**src/rtl/aft_pkg.sv**
```systemverilog
package aft_pkg;

  typedef struct packed {
    logic char7;
    logic par_en;
    logic par_odd;
    logic mp_en;
    logic stop2;
  } frame_mode_t;

  typedef enum logic [2:0] {
    ST_IDLE  = 3'd0,
    ST_START = 3'd1,
    ST_DATA  = 3'd2,
    ST_EXTRA = 3'd3,
    ST_STOP1 = 3'd4,
    ST_STOP2 = 3'd5
  } tx_state_t;

endpackage

```
**src/rtl/aft_bit_timer.sv**
```systemverilog
module aft_bit_timer #(
  parameter int OVERSAMPLE = 16,
  localparam int PW = (OVERSAMPLE > 1) ? $clog2(OVERSAMPLE) : 1
) (
  input  logic          clk,
  input  logic          rst_n,
  input  logic          run,
  input  logic          tick,
  output logic [PW-1:0] phase,
  output logic          bit_end
);

  localparam logic [PW-1:0] LAST = PW'(OVERSAMPLE - 1);

  assign bit_end = run && tick && (phase == LAST);

  always_ff @(posedge clk) begin
    if (!rst_n || !run) begin
      phase <= '0;
    end else if (tick) begin
      phase <= bit_end ? '0 : phase + 1'b1;
    end
  end

  AST_PHASE_BOUND: assert property (@(posedge clk) disable iff (!rst_n)
    32'(phase) < OVERSAMPLE);

  AST_PHASE_HOLD: assert property (@(posedge clk) disable iff (!rst_n)
    (run && !tick) |=> (phase == $past(phase)));

endmodule

```
**src/rtl/aft_frame_seq.sv**
```systemverilog
module aft_frame_seq
  import aft_pkg::*;
#(
  parameter int DATA_W = 8,
  localparam int CW = $clog2(DATA_W)
) (
  input  logic              clk,
  input  logic              rst_n,
  input  logic              accept,
  input  logic [DATA_W-1:0] data,
  input  logic              mpbit,
  input  frame_mode_t       mode,
  input  logic              bit_end,
  output logic              busy,
  output logic              line
);

  localparam logic [CW-1:0] FULL_LAST  = CW'(DATA_W - 1);
  localparam logic [CW-1:0] SHORT_LAST = CW'(DATA_W - 2);

  tx_state_t         state;
  logic [DATA_W-1:0] shreg;
  logic [CW-1:0]     bits_left;
  logic              extra_en_q;
  logic              extra_val_q;
  logic              stop2_q;

  logic [DATA_W-1:0] masked;
  logic              parity;

  always_comb begin
    masked = data;
    if (mode.char7) masked[DATA_W-1] = 1'b0;
    parity = (^masked) ^ mode.par_odd;
  end

  always_ff @(posedge clk) begin
    if (!rst_n) begin
      state       <= ST_IDLE;
      shreg       <= '0;
      bits_left   <= '0;
      extra_en_q  <= 1'b0;
      extra_val_q <= 1'b0;
      stop2_q     <= 1'b0;
    end else if (accept && state == ST_IDLE) begin
      state       <= ST_START;
      shreg       <= data;
      bits_left   <= mode.char7 ? SHORT_LAST : FULL_LAST;
      extra_en_q  <= mode.mp_en | mode.par_en;
      extra_val_q <= mode.mp_en ? mpbit : parity;
      stop2_q     <= mode.stop2;
    end else if (bit_end) begin
      unique case (state)
        ST_START: state <= ST_DATA;
        ST_DATA: begin
          shreg <= shreg >> 1;
          if (bits_left == '0) begin
            state <= extra_en_q ? ST_EXTRA : ST_STOP1;
          end else begin
            bits_left <= bits_left - 1'b1;
          end
        end
        ST_EXTRA: state <= ST_STOP1;
        ST_STOP1: state <= stop2_q ? ST_STOP2 : ST_IDLE;
        ST_STOP2: state <= ST_IDLE;
        default:  state <= ST_IDLE;
      endcase
    end
  end

  assign busy = (state != ST_IDLE);

  always_comb begin
    unique case (state)
      ST_START: line = 1'b0;
      ST_DATA:  line = shreg[0];
      ST_EXTRA: line = extra_val_q;
      default:  line = 1'b1;
    endcase
  end

  AST_START_AFTER_ACCEPT: assert property (@(posedge clk) disable iff (!rst_n)
    (accept && !busy) |=> (state == ST_START && !line));

  AST_IDLE_HIGH: assert property (@(posedge clk) disable iff (!rst_n)
    !busy |-> line);

  AST_EXTRA_ONLY_ENABLED: assert property (@(posedge clk) disable iff (!rst_n)
    (state == ST_EXTRA) |-> extra_en_q);

  AST_SECOND_STOP_ONLY_ENABLED: assert property (@(posedge clk) disable iff (!rst_n)
    (state == ST_STOP2) |-> stop2_q);

endmodule

```
**src/rtl/aft_clk_phaser.sv**
```systemverilog
module aft_clk_phaser #(
  parameter int OVERSAMPLE = 16,
  localparam int PW = (OVERSAMPLE > 1) ? $clog2(OVERSAMPLE) : 1
) (
  input  logic          clk,
  input  logic          rst_n,
  input  logic          enable,
  input  logic          busy,
  input  logic [PW-1:0] phase,
  output logic          clk_out
);

  localparam logic [PW-1:0] HALF = PW'(OVERSAMPLE / 2);

  assign clk_out = enable && (!busy || (phase >= HALF));

  AST_CLK_OFF_LOW: assert property (@(posedge clk) disable iff (!rst_n)
    (!enable) |-> !clk_out);

endmodule

```
**src/rtl/async_frame_tx.sv**
```systemverilog
module async_frame_tx
  import aft_pkg::*;
#(
  parameter int DATA_W     = 8,
  parameter int OVERSAMPLE = 16,
  localparam int PW   = (OVERSAMPLE > 1) ? $clog2(OVERSAMPLE) : 1,
  localparam int HALF = OVERSAMPLE / 2
) (
  input  logic              clk,
  input  logic              rst_n,
  input  logic              bit_tick,
  input  logic              in_valid,
  output logic              in_ready,
  input  logic [DATA_W-1:0] in_data,
  input  logic              in_mpbit,
  input  logic              cfg_char7,
  input  logic              cfg_par_en,
  input  logic              cfg_par_odd,
  input  logic              cfg_mp_en,
  input  logic              cfg_stop2,
  input  logic              cfg_clk_out_en,
  output logic              tx_line,
  output logic              clk_out
);

  frame_mode_t   mode;
  logic          busy;
  logic          accept;
  logic [PW-1:0] phase;
  logic          bit_end;

  assign mode     = '{char7: cfg_char7, par_en: cfg_par_en, par_odd: cfg_par_odd,
                      mp_en: cfg_mp_en, stop2: cfg_stop2};
  assign in_ready = !busy;
  assign accept   = in_valid && in_ready;

  aft_bit_timer #(.OVERSAMPLE(OVERSAMPLE)) timer_i (
    .clk     (clk),
    .rst_n   (rst_n),
    .run     (busy),
    .tick    (bit_tick),
    .phase   (phase),
    .bit_end (bit_end)
  );

  aft_frame_seq #(.DATA_W(DATA_W)) seq_i (
    .clk     (clk),
    .rst_n   (rst_n),
    .accept  (accept),
    .data    (in_data),
    .mpbit   (in_mpbit),
    .mode    (mode),
    .bit_end (bit_end),
    .busy    (busy),
    .line    (tx_line)
  );

  aft_clk_phaser #(.OVERSAMPLE(OVERSAMPLE)) phaser_i (
    .clk     (clk),
    .rst_n   (rst_n),
    .enable  (cfg_clk_out_en),
    .busy    (busy),
    .phase   (phase),
    .clk_out (clk_out)
  );

  AST_CLK_RISE_MID: assert property (@(posedge clk) disable iff (!rst_n)
    ($rose(clk_out) && busy && $past(busy) && $past(cfg_clk_out_en))
      |-> (32'(phase) == HALF));

  AST_FRAME_ENDS_HIGH: assert property (@(posedge clk) disable iff (!rst_n)
    $fell(busy) |-> $past(tx_line));

  AST_NO_TAKE_WHILE_BUSY: assert property (@(posedge clk) disable iff (!rst_n)
    (busy && !bit_end) |=> !in_ready);

endmodule

```
**config.mk**
```make
export PLATFORM = sky130hd
export DESIGN_NAME = async_frame_tx
export DESIGN_NICKNAME = d
export VERILOG_FILES = /design/src/rtl/aft_pkg.sv /design/src/rtl/aft_bit_timer.sv /design/src/rtl/aft_frame_seq.sv /design/src/rtl/aft_clk_phaser.sv /design/src/rtl/async_frame_tx.sv
export SDC_FILE = /design/constraint.sdc
export NUM_CORES = 1
export LEC_CHECK = 0
export CORE_MARGIN = 10
export CORE_UTILIZATION = 34
export CTS_BUF_LIST = sky130_fd_sc_hd__clkbuf_4 sky130_fd_sc_hd__clkbuf_8
export DETAILED_ROUTE_END_ITERATION = 6
export HOLD_SLACK_MARGIN = 0.06
export SYNTH_ARGS = -nofsm -noshare
export SYNTH_HDL_FRONTEND = slang
export SYNTH_HIERARCHICAL = 1
export SYNTH_SLANG_ARGS = --single-unit
```
**constraint.sdc**
```tcl
create_clock -name clk -period 2.1 [get_ports clk]
set_input_delay 0.42 -clock clk [delete_from_list [all_inputs] [get_ports clk]]
set_output_delay 0.42 -clock clk [all_outputs]
set_load 0.01 [all_outputs]
```
==> impl_metrics.ini, run 1 <==
[timing]
setup_violations = 0
tightest_slew_ns = 0.467
clock.fmax_mhz = 502
slew_viol_final = 0
finalHoldViolCount = 0
fin_crit_sh = 0.949
final.setup_skew_ns = 0.00188
rsz0062_at_grt = false
final.setup.tns_ns = 0
timing.max_slew.rel_slack = 0.688
period_needed_ns = 1.99

[clock_network]
numCtsBuffers = 3
cts_tree = built
cts.sinks = 21
holdBufCountCts = 0
clockBufferDepth = 2
clkTransAtPathRegs_ns = 0.12
h-tree-depth = 1
cts_setup_buffers = 0
root_buffer = clkbuf_4
clk_latency_ns = 0.30

[worst_setup_path]
crit_path_cell_trace = nor3_4 > inv_2 > inv_1 > clkdlybuf4s50_1
cp.arrival_ns = 1.57
cp-start-kind = flip-flop
timing.rr.start = timer_i/phase[0]
startpoint = seq_i/state[1]
cp_data_required_time_ns = 1.68
end_kind = output port
critical_path.max_fanout = 6
critPathSlowestCell = clkdlybuf4s50_1
slowest_delay_ns = 0.52
rrSetupSlack_ns = 0.38
path_class = reg -> out

[placed_design]
port_buffers = 21
routabilityCongestion = 0.800
hpwl_mm = 2.05

[synth]
yosys.area.top_type_share = 0.346
synth_top_family_by_area = simple AND/OR/NAND/NOR gates
synthTopCellsByCount = nand2_1, dfxtp_1, nor2_1
synth_fp_nets = 162
yosys.area_share.xor_xnor = 0.110
synth_mux_area_frac = 0.0165
synth_edf_count = 0
syn_inst = 140
avgSynthCellArea_um2 = 8.69
synth-simple-area-share = 0.251
synth_compound_area_frac = 0.176
synthAdderAreaFrac = 0.0309
syn-cell-area_um2 = 1220
synthFlopType = dfxtp_1
ys_seq_area_frac = 0.346
synth_most_common_cell = nand2_1
ys_ff_latch = 21
synth_warnings = 6
synthTopCellsByArea = dfxtp_1, nand2_1, a31oi_1
synthArstFlopShare = 0
yosysTopAreaCell = dfxtp_1
synthDistinctLibCells = 43

[detailed_routing]
viasPerCell = 4.79
drc = 0
vias = 1011
dr_wl_met3_um = 167
wl_mm = 2.73
wl_per_cell_um = 12.9
drtAntennaViolNets = 0
highest_layer = met4
dr.pass1.iters = 4
wl_met2_mm = 1.26
m1WireLength_mm = 1.29
drt_iter0_drc = 97

[floorplanning]
core_um2 = 3390
io-pin-count = 22
die-area_um2 = 6370
die_h_um = 79.8
fp-row-count = 21
start_util = 0.359
die_w_um = 79.8

[power_and_ir_drop]
leakagePower_nw = 0.592
max-vdd-ir-drop_mv = 0.254
powerDensity_nw_per_um2 = 590
p_total_uw = 897

[finish]
fillers = 345
post_route_cells_drive_above_1_share = 0.145
regArea_um2 = 423
fin_nets = 188
areaGrowthSynthToFinish_pct = 25.0
n_antenna_cell = 0
multi_input_area_um2 = 711

[grt]
grt_pass1_vias = 1045
grt_max_degree = 20
gr-total-overflow = 0
antenna_found_initial = 0
grt.total_usage = 0.0888
grt_pass1_wl_mm = 4.64

[worst_hold_path]
hp-class = reg -> reg
hold_start = seq_i/extra_val_q

[outcome]
outcome = completed

[flow_run]
max-cap-violations = 0
[placed cells by master (no fill, tap or decap), drive strengths merged, types with 5 or more instances in the layout]
master / synthesis / routed
nand2: 26 / 26
dfxtp: 21 / 21
clkdlybuf4s50: 0 / 19
nor2: 10 / 10
o21ai: 8 / 8
a31oi: 7 / 7
inv: 7 / 7
buf: 6 / 7
xnor2: 7 / 7
a21boi: 5 / 5
[cells by family after synthesis]
group           count (synthesis)
buf+inv                        14
simple gates                   56
mux                             2
flops                          21
xor+xnor                       12
fa+ha+maj                       3
compound gates                 32
[final timing paths]
path	end	cells past startpoint
min reg2reg	seq_i/extra_val_q	2
min	seq_i/extra_val_q	2
max reg2reg	seq_i/bits_left[2]	8
max	in_ready	4
[power breakdown]
group          switching, mW  internal, mW  total, mW
registers             0.0196         0.430      0.450
logic                  0.111         0.125      0.237
clock network          0.123        0.0868      0.210
total                  0.254         0.643      0.897
[registers in the layout, summed over array words and instances, names as in the netlist]
register / count
seq_i/bits_left: 3
seq_i/extra_en_q: 1
seq_i/extra_val_q: 1
seq_i/shreg: 8
seq_i/state: 3
seq_i/stop2_q: 1
timer_i/phase: 4
[per-layer routing]
metal | up-vias | global-route usage
li1 | 530 | -
met1 | 455 | 0.0988
met2 | 24 | 0.154
met3 | 2 | 0.0282
met4 | 0 | 0.0335
met5 | - | 0
[stage by stage]
step	utilization	setup slack (ns)	cells	instance area (um^2)	hold slack (ns)
after global placement	0.440	0.111	207	1490	0.449
final	0.449	0.108	211	1520	0.463
after detailed placement	0.440	0.0601	207	1490	0.450
after floorplan	-	0.383	140	1220	0.430
after global routing	0.449	0.0383	211	1520	0.498
after CTS	0.449	0.0703	211	1520	0.467
[area by class of cell]
class                   instances  area share
clock buffers                   4      0.0198
inverters                       7      0.0173
multi-input cells             105       0.467
flip-flops and latches         21       0.278
well taps                      46      0.0379
repair buffers                 28       0.179
[critical path: cells and delay by family, from the launching register on]
kind                   cells  cell delay (ns)
buffers and inverters      3             0.67
flip-flops                 1             0.38
AND/OR/NAND/NOR            1             0.22
[timing repair]
| action | in CTS | in global routing |
|---|---|---|
| setup endpoints to repair | 2 | 1 |
| pin swaps | 0 | 0 |
| gates resized for setup | 4 | 1 |
| gates cloned | 0 | 0 |
Note: power is estimated with default switching activity, not from simulation.
==> inputs of run 2 (changes only) <==
--- a/config.mk
+++ b/config.mk
@@ -8,8 +8,9 @@
 export CORE_MARGIN = 10
 export CORE_UTILIZATION = 34
 export CTS_BUF_LIST = sky130_fd_sc_hd__clkbuf_4 sky130_fd_sc_hd__clkbuf_8
+export CTS_CLUSTER_SIZE = 12
 export DETAILED_ROUTE_END_ITERATION = 6
-export HOLD_SLACK_MARGIN = 0.06
+export HOLD_SLACK_MARGIN = 0.1
 export SYNTH_ARGS = -nofsm -noshare
 export SYNTH_HDL_FRONTEND = slang
 export SYNTH_HIERARCHICAL = 1
==> results of run 2 <==
Final layout, timing and power as in run 1 (identical DEF).
==> inputs of run 3 (changes only) <==
--- a/config.mk
+++ b/config.mk
@@ -11,6 +11,8 @@
 export CTS_CLUSTER_SIZE = 12
 export DETAILED_ROUTE_END_ITERATION = 6
 export HOLD_SLACK_MARGIN = 0.1
+export SKIP_LAST_GASP = 1
+export SLEW_MARGIN = 20
 export SYNTH_ARGS = -nofsm -noshare
 export SYNTH_HDL_FRONTEND = slang
 export SYNTH_HIERARCHICAL = 1
==> results of run 3 <==
Final layout, timing and power as in run 1 (identical DEF).
